--- src/rtl/crf_pkg.sv ---
package crf_pkg;

   typedef enum logic [1:0] {
      CRF_IDLE = 2'd0,
      CRF_SEND = 2'd1,
      CRF_FIN  = 2'd2
   } crf_state_e;

   typedef enum logic [1:0] {
      CRF_FN_NONE = 2'd0,
      CRF_FN_PAD  = 2'd1,
      CRF_FN_KBD  = 2'd2
   } crf_func_e;

   localparam int CRF_WORD_W      = 32;
   localparam int CRF_FRAME_WORDS = 4;

endpackage

--- src/rtl/crf_cond_decode.sv ---
module crf_cond_decode #(
   parameter int WORD_W  = 32,
   parameter int PAD_BIT = 24,
   parameter int KBD_BIT = 30
) (
   input  logic [WORD_W-1:0]  cond_bus,
   output crf_pkg::crf_func_e func_sel,
   output logic [WORD_W-1:0]  func_bus
);
   import crf_pkg::*;

   localparam int LANES = WORD_W / 8;
   localparam logic [WORD_W-1:0] PAD_CODE = WORD_W'(1) << PAD_BIT;
   localparam logic [WORD_W-1:0] KBD_CODE = WORD_W'(1) << KBD_BIT;

   logic [WORD_W-1:0] mask;
   logic [WORD_W-1:0] pad_bus;
   logic [WORD_W-1:0] kbd_bus;

   // memory byte order: first byte read is the most significant mask byte
   for (genvar g = 0; g < LANES; g++) begin : g_lane
      assign mask[8*(LANES-1-g) +: 8]    = cond_bus[8*g +: 8];
      assign pad_bus[8*g +: 8]           = PAD_CODE[8*(LANES-1-g) +: 8];
      assign kbd_bus[8*g +: 8]           = KBD_CODE[8*(LANES-1-g) +: 8];
   end

   logic hit_pad;
   logic hit_kbd;
   assign hit_pad = |(mask & PAD_CODE);
   assign hit_kbd = |(mask & KBD_CODE);

   always_comb begin
      if (hit_pad) begin
         func_sel = CRF_FN_PAD;
         func_bus = pad_bus;
      end else if (hit_kbd) begin
         func_sel = CRF_FN_KBD;
         func_bus = kbd_bus;
      end else begin
         func_sel = CRF_FN_NONE;
         func_bus = '0;
      end
   end

endmodule

--- src/rtl/crf_payload_pack.sv ---
module crf_payload_pack #(
   parameter int WORD_W = 32,
   parameter int BTN_W  = 16
) (
   input  logic               take,
   input  crf_pkg::crf_func_e func_sel,
   input  logic               pad_empty,
   input  logic [BTN_W-1:0]   pad_btn,
   input  logic               kbd_empty,
   input  logic [7:0]         kbd_mod,
   input  logic [7:0]         kbd_code,
   output logic               pad_pop,
   output logic               kbd_pop,
   output logic [WORD_W-1:0]  pay_lo,
   output logic [WORD_W-1:0]  pay_hi
);
   import crf_pkg::*;

   localparam int PAD_FILL = WORD_W - BTN_W;

   logic [BTN_W-1:0]  btn_now;
   logic [WORD_W-1:0] pad_word;
   logic [WORD_W-1:0] kbd_word;

   // an empty queue reads as no buttons pressed, then goes active low
   assign btn_now  = pad_empty ? '0 : pad_btn;
   assign pad_word = {{PAD_FILL{1'b0}}, ~btn_now};

   // byte 0 modifier, byte 1 led state (held 0), byte 2 scan code
   assign kbd_word = kbd_empty ? '0
                   : WORD_W'({8'h00, kbd_code, 8'h00, kbd_mod});

   assign pad_pop = take && (func_sel == CRF_FN_PAD) && !pad_empty;
   assign kbd_pop = take && (func_sel == CRF_FN_KBD) && !kbd_empty;

   always_comb begin
      unique case (func_sel)
         CRF_FN_PAD: pay_lo = pad_word;
         CRF_FN_KBD: pay_lo = kbd_word;
         default:    pay_lo = '0;
      endcase
   end

   // analogue axes and spare keyboard bytes are never driven
   assign pay_hi = '0;

endmodule

--- src/rtl/crf_frame_seq.sv ---
module crf_frame_seq #(
   parameter int ADDR_W      = 32,
   parameter int WORD_W      = 32,
   parameter int FRAME_WORDS = 4
) (
   input  logic                          clk,
   input  logic                          rst_n,
   input  logic                          take,
   input  logic                          take_none,
   input  logic [ADDR_W-1:0]             base_addr,
   input  logic [FRAME_WORDS*WORD_W-1:0] frame_in,
   input  logic                          wr_ready,
   output logic                          idle,
   output logic                          wr_valid,
   output logic [ADDR_W-1:0]             wr_addr,
   output logic [WORD_W-1:0]             wr_data,
   output logic                          done,
   output logic                          unsupported
);
   import crf_pkg::*;

   localparam int IDX_W = (FRAME_WORDS > 1) ? $clog2(FRAME_WORDS) : 1;
   localparam int STEP  = WORD_W / 8;
   localparam logic [IDX_W-1:0] LAST_IDX = IDX_W'(FRAME_WORDS - 1);

   crf_state_e        state_q;
   logic [IDX_W-1:0]  idx_q;
   logic [ADDR_W-1:0] base_q;
   logic              unsup_q;
   logic [WORD_W-1:0] frame_q [FRAME_WORDS];
   logic              load;

   assign load = (state_q == CRF_IDLE) && take && !take_none;

   always_ff @(posedge clk or negedge rst_n) begin
      if (!rst_n) begin
         state_q <= CRF_IDLE;
         idx_q   <= '0;
         base_q  <= '0;
         unsup_q <= 1'b0;
      end else begin
         unique case (state_q)
            CRF_IDLE: begin
               if (take) begin
                  unsup_q <= take_none;
                  idx_q   <= '0;
                  base_q  <= base_addr;
                  state_q <= take_none ? CRF_FIN : CRF_SEND;
               end
            end
            CRF_SEND: begin
               if (wr_ready) begin
                  if (idx_q == LAST_IDX) begin
                     state_q <= CRF_FIN;
                  end else begin
                     idx_q <= idx_q + 1'b1;
                  end
               end
            end
            CRF_FIN: begin
               state_q <= CRF_IDLE;
            end
            default: state_q <= CRF_IDLE;
         endcase
      end
   end

   for (genvar w = 0; w < FRAME_WORDS; w++) begin : g_word
      always_ff @(posedge clk or negedge rst_n) begin
         if (!rst_n) begin
            frame_q[w] <= '0;
         end else if (load) begin
            frame_q[w] <= frame_in[w*WORD_W +: WORD_W];
         end
      end
   end

   assign idle        = (state_q == CRF_IDLE);
   assign wr_valid    = (state_q == CRF_SEND);
   assign wr_addr     = base_q + ADDR_W'(idx_q) * ADDR_W'(STEP);
   assign wr_data     = frame_q[idx_q];
   assign done        = (state_q == CRF_FIN);
   assign unsupported = (state_q == CRF_FIN) && unsup_q;

endmodule

--- src/rtl/crf_writer.sv ---
module crf_writer #(
   parameter int          ADDR_W    = 32,
   parameter int          PORT_W    = 2,
   parameter int          BTN_W     = 16,
   parameter int          PAD_BIT   = 24,
   parameter int          KBD_BIT   = 30,
   parameter logic [7:0]  RESP_CODE = 8'h08
) (
   input  logic              clk,
   input  logic              rst_n,
   input  logic              req_valid,
   output logic              req_ready,
   input  logic [PORT_W-1:0] req_port,
   input  logic [ADDR_W-1:0] req_addr,
   input  logic [31:0]       req_cond,
   input  logic              pad_empty,
   input  logic [BTN_W-1:0]  pad_btn,
   output logic              pad_pop,
   input  logic              kbd_empty,
   input  logic [7:0]        kbd_mod,
   input  logic [7:0]        kbd_code,
   output logic              kbd_pop,
   output logic              wr_valid,
   input  logic              wr_ready,
   output logic [ADDR_W-1:0] wr_addr,
   output logic [31:0]       wr_data,
   output logic              done,
   output logic              unsupported
);
   import crf_pkg::*;

   localparam int WORD_W      = CRF_WORD_W;
   localparam int FRAME_WORDS = CRF_FRAME_WORDS;
   localparam logic [7:0] LEN_WORDS = 8'(FRAME_WORDS - 1);

   if (PORT_W < 1 || PORT_W > 2) begin : g_bad_port
      $error("crf_writer: port number must fit in two bits");
   end
   if (BTN_W < 1 || BTN_W > 16) begin : g_bad_btn
      $error("crf_writer: button word must fit in payload bytes 0 and 1");
   end
   if (PAD_BIT == KBD_BIT || PAD_BIT >= WORD_W || KBD_BIT >= WORD_W) begin : g_bad_fn
      $error("crf_writer: function bits must be distinct and inside the mask");
   end

   crf_func_e         func_sel;
   logic [WORD_W-1:0] func_bus;
   logic [WORD_W-1:0] pay_lo;
   logic [WORD_W-1:0] pay_hi;
   logic [WORD_W-1:0] hdr_word;
   logic [7:0]        port_field;
   logic              take;
   logic              seq_idle;

   assign take       = req_valid && seq_idle;
   assign req_ready  = seq_idle;
   assign port_field = 8'(req_port) << 6;
   assign hdr_word   = {RESP_CODE, port_field | 8'h20, port_field, LEN_WORDS};

   crf_cond_decode #(
      .WORD_W  (WORD_W),
      .PAD_BIT (PAD_BIT),
      .KBD_BIT (KBD_BIT)
   ) u_decode (
      .cond_bus (req_cond),
      .func_sel (func_sel),
      .func_bus (func_bus)
   );

   crf_payload_pack #(
      .WORD_W (WORD_W),
      .BTN_W  (BTN_W)
   ) u_pack (
      .take      (take),
      .func_sel  (func_sel),
      .pad_empty (pad_empty),
      .pad_btn   (pad_btn),
      .kbd_empty (kbd_empty),
      .kbd_mod   (kbd_mod),
      .kbd_code  (kbd_code),
      .pad_pop   (pad_pop),
      .kbd_pop   (kbd_pop),
      .pay_lo    (pay_lo),
      .pay_hi    (pay_hi)
   );

   crf_frame_seq #(
      .ADDR_W      (ADDR_W),
      .WORD_W      (WORD_W),
      .FRAME_WORDS (FRAME_WORDS)
   ) u_seq (
      .clk         (clk),
      .rst_n       (rst_n),
      .take        (take),
      .take_none   (func_sel == CRF_FN_NONE),
      .base_addr   (req_addr),
      .frame_in    ({pay_hi, pay_lo, func_bus, hdr_word}),
      .wr_ready    (wr_ready),
      .idle        (seq_idle),
      .wr_valid    (wr_valid),
      .wr_addr     (wr_addr),
      .wr_data     (wr_data),
      .done        (done),
      .unsupported (unsupported)
   );

endmodule

--- config.mk ---
export PLATFORM = sky130hd
export DESIGN_NAME = crf_writer
export DESIGN_NICKNAME = d
export VERILOG_FILES = /design/src/rtl/crf_pkg.sv /design/src/rtl/crf_cond_decode.sv /design/src/rtl/crf_payload_pack.sv /design/src/rtl/crf_frame_seq.sv /design/src/rtl/crf_writer.sv
export SDC_FILE = /design/constraint.sdc
export NUM_CORES = 1
export LEC_CHECK = 0
export BUFFER_PORTS_ARGS = -buffer_cell sky130_fd_sc_hd__buf_4
export CAP_MARGIN = 15
export CORE_AREA = 2 2 91 93
export CTS_CLUSTER_DIAMETER = 60
export DETAILED_ROUTE_END_ITERATION = 6
export DIE_AREA = 0 0 93 95
export MAX_ROUTING_LAYER = met4
export PLACE_DENSITY = 0.82
export SETUP_SLACK_MARGIN = 0.4
export SYNTH_ARGS = -nofsm -noshare
export SYNTH_HDL_FRONTEND = slang
export SYNTH_SLANG_ARGS = --single-unit
--- constraint.sdc ---
create_clock -name clk -period 3.2 [get_ports clk]
set_clock_uncertainty 0.2 [all_clocks]
set_input_delay 0.48 -clock clk [delete_from_list [all_inputs] [get_ports clk]]
set_output_delay 0.48 -clock clk [all_outputs]
set_load 0.02 [all_outputs]
======== Word level (Yosys, flattened, before mapping) ========
Cells that the tools add are included.
cells by class
  $add $sub $neg .......................... 2
  reduce and logical (&&, ||, !) cells .... 17
  multipliers ............................. 0
  bitwise operators ....................... 2
  equal/unequal tests ..................... 9
  multiplexer cells ....................... 19
  shifts and indexed selects .............. 0
  magnitude comparators ................... 1
  div/mod/pow operators ................... 0
operators by type and width
  cell                 number
  $bmux 32 s2          1
  $mux 32              2
  $pmux 32 s2          1
  $add 32x4->32        1
  $mux 24              1
  $mux 2               9
  $mux 16              1
  $not 16->16          1
  $mux 7               2
  $logic_and 1x1->1    8
  $pmux 2 s2           2
  $eq 2x2->1 const B   3
  $ne 2x1->1 const B   3
  $eq 2x1->1 const B   2
  $logic_not 2->1      2
  $reduce_and 4->1     1
  $ge 3x3->1 const B   1
  $logic_not 1->1      3
  $not 2->3            1
  $reduce_and 3->1     1
  $add 2x1->2 const B  1
  $ne 2x2->1 const B   1
  $reduce_and 2->1     1
  $reduce_bool 2->1    1
word-level totals
  output and inout bits ................... 70
  latch bits .............................. 0
  memory bits (read-only) ................. 0
  word-level logic and storage cells ...... 57
  input port bits ......................... 104
  memories ................................ 0
  flip-flop bits (word level) ............. 109
  RAM bits ................................ 0

======== Longest topological paths before layout ========
Gate-level depths: netlist of run 1.
  word-level depth ........................ 6
  gate-level depth with buffers ........... 6

======== Modules after synthesis ========
A second synthesis of run 1 with hierarchy kept.
second synthesis, totals
  cell total of the unflattened synthesis .. 621
  area, all modules ....................... 9,062.4 µm²
by module, submodules not included
  module            times used  seq. area each (µm²)  area each (µm²)  cells an instance
  crf_frame_seq     1           4,129.0               8,149.1          495
  crf_payload_pack  1           0.0                   630.6            87
  crf_cond_decode   1           0.0                   265.3            35
  crf_writer        1           0.0                   17.5             4

======== Least setup slack after synthesis of run 1 ========
OpenSTA, ideal clock, no wires.
  path type ............................... reg2out
  start point ............................. reg u_seq.idx_q[1]
  end point ............................... out wr_addr[23]
  buffers on the path ..................... 0
  path slack .............................. 0.463 ns
  data arrival time ....................... 2.057 ns
  stages on the path, launching flop included .. 6
  path through ............................ dfrtp_1 -> ha_1 -> a21oi_1 -> nor4_4 -> or4b_1 -> xnor2_1
on the way
  longest elaborated chain between the ends .. 1
ends and longest elaborated chain
  item                    RTL line             source
  start, declared         crf_frame_seq.sv:27  logic [IDX_W-1:0] idx_q;
  start signal, assigned  crf_frame_seq.sv:56  idx_q <= idx_q + 1'b1;
  $add 32x4->32           crf_frame_seq.sv:80  assign wr_addr = base_q + ADDR_W'(idx_q) * ADDR_W'(STEP);
  end, declared           crf_writer.sv:25     output logic [ADDR_W-1:0] wr_addr,
Every way passes these cells.

======== Final worst setup path of run 1 ========
  start point ............................. reg u_seq.base_q[5]
  end point ............................... out wr_addr[23]
on the way
  longest elaborated chain between the ends .. 1
ends and longest elaborated chain
  item                    RTL line             source
  start, declared         crf_frame_seq.sv:28  logic [ADDR_W-1:0] base_q;
  start signal, assigned  crf_frame_seq.sv:47  base_q <= base_addr;
  $add 32x4->32           crf_frame_seq.sv:80
Every way passes these cells.

==> results of run 1 <==
==> metrics by stage <==
step                      worst slack (ns)  cell area, um2  instances
final                                0.375            4980        575
after global routing                 0.285            4980        575
after CTS                            0.293            4870        570
after detailed placement             0.268            4620        553
after global placement               0.370            4620        553
after floorplan                      0.463            3530        329
==> kinds of logic (layout without fill, tap and decap cells) <==
logic type,Yosys count,count (layout),share of synthesized area [%]
DFF,66,66,47.1
adders and majority gates,4,4,1.64
buffers and inverters,25,166,3.67
other,1,7,0.107
xor gates and xnor gates,28,28,6.99
muxes,38,38,12.2
AOI/OAI and AO/OA,45,45,9.13
and+or+nand+nor,116,116,19.2
==> where the power goes <==
group,switching (mW),internal [mW],leakage (nW)
combinational,1.16,1.14,1.42
sequential,0.391,1.22,0.799
clock,0.298,0.462,0.105
total,1.85,2.82,2.33
==> cell usage after synthesis (2+ instances only) <==
cell type / instances
a22oi_1: 8
nor2_1: 10
o21ai_0: 9
buf_4: 9
dfrtp_1: 66
ha_1: 3
nor3b_1: 2
a21o_1: 3
and4_1: 3
a21oi_1: 6
nand2b_1: 20
clkbuf_1: 11
nand4_1: 7
a22o_1: 18
nand3_1: 12
nand2_1: 28
and2_1: 20
mux2_2: 37
nor2b_1: 5
buf_1: 3
xnor2_1: 23
xor2_1: 5
==> flip-flops by register name, summed over array words and instances (netlist names) <==
register       flops
u_seq.frame_q     29
u_seq.state_q      2
u_seq.base_q      32
u_seq.unsup_q      1
u_seq.idx_q        2
==> worst max path at each step <==
stage                    startpoint          end  cells past startpoint
floorplan            u_seq.idx_q[1]  wr_addr[23]                      5
global placement     u_seq.idx_q[0]  wr_addr[22]                      7
detailed placement  u_seq.base_q[2]  wr_addr[22]                      7
CTS                 u_seq.base_q[2]  wr_addr[22]                      8
global route        u_seq.base_q[5]  wr_addr[23]                      5
finish              u_seq.base_q[5]  wr_addr[23]                      5
==> area by class of cell <==
cell class                 instances  area (um2)  share of cell area, %
clock buffer                      14         153                   3.06
clock inverter                     2        60.1                   1.20
inverter                           1        3.75                 0.0753
multi-input combinational        238        1850                   37.1
sequential                        66        1660                   33.3
tap                              105         131                   2.64
timing repair buffer             149        1130                   22.6
==> routing by layer <==
metal / GRT usage, % / vias up
met5: - / -
met4: 5.51 / 0
met3: 5.19 / 6
met2: 33.8 / 121
met1: 25.5 / 1379
li1: - / 1396
==> repair_timing <==
item                                    4_1_cts  5_1_grt
gates resized for setup                       7       17
cloned                                        0        1
hold buffers                                  0        0
pin swaps                                     3        6
setup buffers                                 1        4
endpoints found under the setup margin       38       20
==> flow_metrics.py, run 1 <==
metrics = {
    "run_status": {
        "outcome": "finished, final reports clean",
    },
    "clock_tree": {
        "htreeDepth": 3,
        "clkLatencyLatePin_ns": 0.33,
        "cts.sinks": 66,
        "clock-root-buffer": "clkbuf_8",
        "clkTransAtPathRegs_ns": 0.07,
        "cts-buffers-inserted": 9,
        "clk_path_buf_depth": 2,
        "tritoncts": "yes",
    },
    "synth": {
        "synth_area_leader_cell": "dfrtp_1",
        "yosysUniqueCellTypes": 37,
        "synth_top_area_share_pct": 47.1,
        "ys_ff_latch": 66,
        "syn_avg_cell_area_um2": 10.9,
        "syn-cell-area_um2": 3510,
        "yosys_warnings": 0,
        "synthFlopType": "dfrtp_1",
        "synthCells": 323,
        "synth.area.top_cells": "dfrtp_1 (47%), mux2_2 (12%), xnor2_1 (5.7%), a22o_1 (4.5%), and2_1 (3.6%)",
        "synth_seq_area_share_pct": 47.1,
        "synthArstFlopShare_pct": 100,
        "synth_edf_count": 0,
    },
    "grt": {
        "grt_start_max_net_pins": 67,
        "antenna_found_initial": 0,
        "overflow": 0,
        "track_usage_pct": 20.6,
        "grt_pass1_vias": 2866,
        "grt_pass1_wl_um": 13800,
    },
    "timing": {
        "post-route-period-util_pct": 88.3,
        "setup_viol": 0,
        "rsz0062_at_grt": "true",
        "worst_pin_slew_ns": 0.816,
        "fmax_mhz": 354,
        "fin_hold_ws_ns": 0.0501,
        "period_needed_ns": 2.82,
        "drv_slew": 0,
        "final_hold_viol_count": 0,
        "setup_tns_ns": 0,
        "slew_headroom_pct": 45.6,
    },
    "placement": {
        "gp_congestion": 0.821,
        "dp_hpwl_um": 6390,
        "port_buffers": 136,
    },
    "power_and_ir_drop": {
        "ir_drop_v": 0.000378,
        "p_per_area_nw_per_um2": 937,
        "leakagePower_nw": 2.33,
        "p_total_mw": 4.67,
    },
    "setup_path": {
        "rrSetupSlack_ns": 1.20,
        "r2r_start": "u_seq.state_q[1]",
        "r2r_cells": 3,
        "critical_path_arrival_ns": 2.14,
        "crit_buf_inv": 1,
        "startpoint_type": "flip-flop",
        "required_ns": 2.52,
        "cp-end-kind": "primary output",
        "critical_path.max_fanout": 5,
        "critical_path.max_stage_delay_ns": 0.51,
        "crit_type": "reg -> out",
        "worstReg2RegEnd": "u_seq.base_q[7]",
        "cp_top_family": "simple AND/OR/NAND/NOR gates",
        "crit_slowest_cell": "or4b_4",
        "crit_chain": "nand4_1, nor4_4, or4b_4, xnor2_2, buf_4",
    },
    "detailed_routing": {
        "top_layer": "met4",
        "wirelength_um": 8740,
        "drtIter0Drc": 44,
        "ant_nets": 0,
        "route.detailed.drc": 0,
        "met3WireLength_um": 567,
        "firstDrtPassIters": 4,
        "wl_met1_um": 3640,
        "vias": 2902,
        "dr_wl_met2_um": 4470,
        "post_drt_via_cell_ratio": 5.05,
        "post_drt_wl_per_cell_um": 15.2,
    },
    "finish": {
        "final_cell_mix": "buf_4 (147), dfrtp_1 (60), mux2_2 (37)",
        "n_antenna_cell": 0,
        "layout-drive-gt1-share_pct": 47.4,
        "syn_to_final_growth_pct": 42.1,
        "final_common_cell": "buf_4",
        "fillCellCount": 619,
        "layout.nets": 573,
        "post-route-util_pct": 62.9,
    },
    "min_path": {
        "hp-class": "in -> async",
    },
    "floorplan": {
        "fp.coreArea_um2": 7930,
        "initial_core_util_pct": 44.3,
        "top_level_ports": 174,
        "dieArea_um2": 8840,
        "die_y_um": 95,
        "fp-row-count": 33,
        "die_x_um": 93,
    },
    "run": {
        "cap_violations": 0,
    },
}
Note: power is estimated with default switching activity, not from simulation.
==> run 2, diff against run 1 <==
clock period = 2.63 ns   (was 3.2 ns; I/O delays follow)
==> run 2 against run 1 <==
Compared with the run above: sequential share of layout area decreased by 3.1 points; power increased by 32%; the flow now finishes with violations (setup timing); sequential power increased by 26%; first-iteration DRC count increased by 75%; flip-flop and latch count unchanged; count of clock-buffer cells in the layout decreased by 3; largest power group unchanged.
==> flow_metrics.py, run 2 (synthesis gave the netlist of run 1 again) <==
metrics = {
    "run_status": {
        "outcome": "finished, violations left",
        "violations": "setup timing",
    },
    "detailed_routing": {
        "route.detailed.drc": 0,
        "post_drt_via_cell_ratio": 5.12,
        "drtIter0Drc": 77,
        "firstDrtPassIters": 4,
        "wirelength_um": 9910,
        "vias": 3013,
        "post_drt_wl_per_cell_um": 16.8,
        "ant_nets": 0,
    },
    "floorplan": {
        "fp.coreArea_um2": 7930,
        "initial_core_util_pct": 44.3,
        "fp-row-count": 33,
        "top_level_ports": 174,
        "die_x_um": 93,
        "die_y_um": 95,
        "dieArea_um2": 8840,
    },
    "setup_path": {
        "rrSetupSlack_ns": 0.63,
        "crit_type": "reg -> out",
        "startpoint_type": "flip-flop",
        "critical_path_arrival_ns": 2.21,
        "r2r_cells": 4,
        "r2r_start": "u_seq.state_q[0]",
        "required_ns": 2.04,
        "critical_path.max_fanout": 4,
        "worstReg2RegEnd": "u_seq.base_q[5]",
        "cp-end-kind": "primary output",
    },
    "timing": {
        "slew_headroom_pct": 42.7,
        "post-route-period-util_pct": 107,
        "drv_slew": 0,
        "worst_slack_ns": -0.176,
        "period_needed_ns": 2.81,
        "rsz0062_at_grt": "true",
        "worst_pin_slew_ns": 0.860,
        "fmax_mhz": 356,
        "final_hold_viol_count": 0,
        "setup_viol": 19,
    },
    "finish": {
        "layout-drive-gt1-share_pct": 59.5,
        "post-route-util_pct": 69.4,
        "ff_latch_area_um2": 1660,
        "final_cell_mix": "buf_4 (129), dfrtp_1 (59), mux2_2 (37)",
        "top_register": "u_seq.base_q",
        "final_common_cell": "buf_4",
        "multi_input_area_um2": 2140,
        "reg_top3": "u_seq.base_q (32), u_seq.frame_q (29)",
        "layout.nets": 587,
        "design_area_um2": 5500,
        "syn_to_final_growth_pct": 56.8,
        "n_antenna_cell": 0,
        "largest_reg_flops": 32,
        "fillCellCount": 574,
    },
    "power_and_ir_drop": {
        "p_per_area_nw_per_um2": 1120,
        "leakagePower_nw": 2.60,
        "ir_drop_v": 0.000768,
    },
    "clock_tree": {
        "clk_path_buf_depth": 2,
        "clkLatencyLatePin_ns": 0.34,
        "cts-buffers-inserted": 9,
        "htreeDepth": 3,
        "clock-root-buffer": "clkbuf_8",
        "cts.sinks": 66,
        "clkTransAtPathRegs_ns": 0.07,
        "tritoncts": "yes",
    },
    "run": {
        "cap_violations": 0,
    },
    "placement": {
        "placed_area_um2": 4740,
        "port_buffers": 136,
        "dp_hpwl_um": 6470,
        "gp_congestion": 0.757,
    },
    "min_path": {
        "hold_start": "kbd_code[1]",
        "hold_path_depth": 2,
        "worstHoldEndpoint": "u_seq.frame_q[49]",
        "hp-class": "in -> reg",
    },
    "grt": {
        "antenna_found_initial": 0,
        "grt_pass1_vias": 2920,
        "grt_pass1_wl_um": 14000,
        "track_usage_pct": 21.0,
        "overflow": 0,
        "grt_start_max_net_pins": 67,
    },
}
run 2: area by class of cell:
type / count / share of cell area, %
Multi-Input combinational cell: 238 / 39.0
Sequential cell: 66 / 30.2
Timing Repair Buffer: 163 / 24.7
Clock buffer: 11 / 2.75
Tap cell: 105 / 2.39
Clock inverter: 5 / 0.955
Inverter: 1 / 0.0682
run 2: report_power, final:
part	leakage, nW	switching (mW)	internal, mW
sequential	0.798	0.544	1.48
combinational	1.70	1.57	1.69
clock	0.105	0.390	0.484
total	2.60	2.50	3.66
run 2: worst max path at each step:
| stage | start | end | slack [ns] | depth (start not counted) |
|---|---|---|---|---|
| floorplan | u_seq.idx_q[1] | wr_addr[23] | 0.18 | 5 |
| global placement | u_seq.idx_q[0] | wr_addr[22] | 0.10 | 7 |
| detailed placement | u_seq.idx_q[0] | wr_addr[16] | 0.05 | 7 |
| CTS | u_seq.base_q[3] | wr_addr[23] | -0.20 | 6 |
| global route | u_seq.base_q[5] | wr_addr[31] | -0.28 | 7 |
| finish | u_seq.base_q[3] | wr_addr[23] | -0.18 | 6 |
run 2: stage by stage:
step	hold slack [ns]	setup WS [ns]	instances	total power, mW	setup TNS [ns]
after global routing	0.0616	-0.282	589	6.49	-3.56
after detailed placement	0.263	0.0546	557	4.78	0
after CTS	0.0567	-0.201	578	5.76	-1.37
after floorplan	-0.101	0.183	329	3.67	0
final	0.0764	-0.176	589	6.16	-1.73
after global placement	0.256	0.104	557	4.68	0
run 2: routing by layer:
metal / global-route usage (%) / up-vias / wire [um]
met2: 35.4 / 116 / 5180
met1: 24.9 / 1469 / 3950
li1: - / 1419 / -
met3: 5.11 / 9 / 679
met4: 6.50 / 0 / 99
met5: - / - / 0
run 2: what timing repair did:
item,CTS,global route
pin swaps,2,28
hold buffers,1,0
endpoints found under the setup margin,50,47
gates resized for setup,18,89
endpoints found under the hold margin,66,0
setup buffers,4,10
gates cloned,0,1
run 2: critical path: stages, from the launching register on:
cell and delay [ns]:
dfrtp_2 0.45, ha_4 0.29, a21oi_4 0.06, nor4_4 0.21, or4b_4 0.55, xnor2_4 0.19
buf_6 0.14
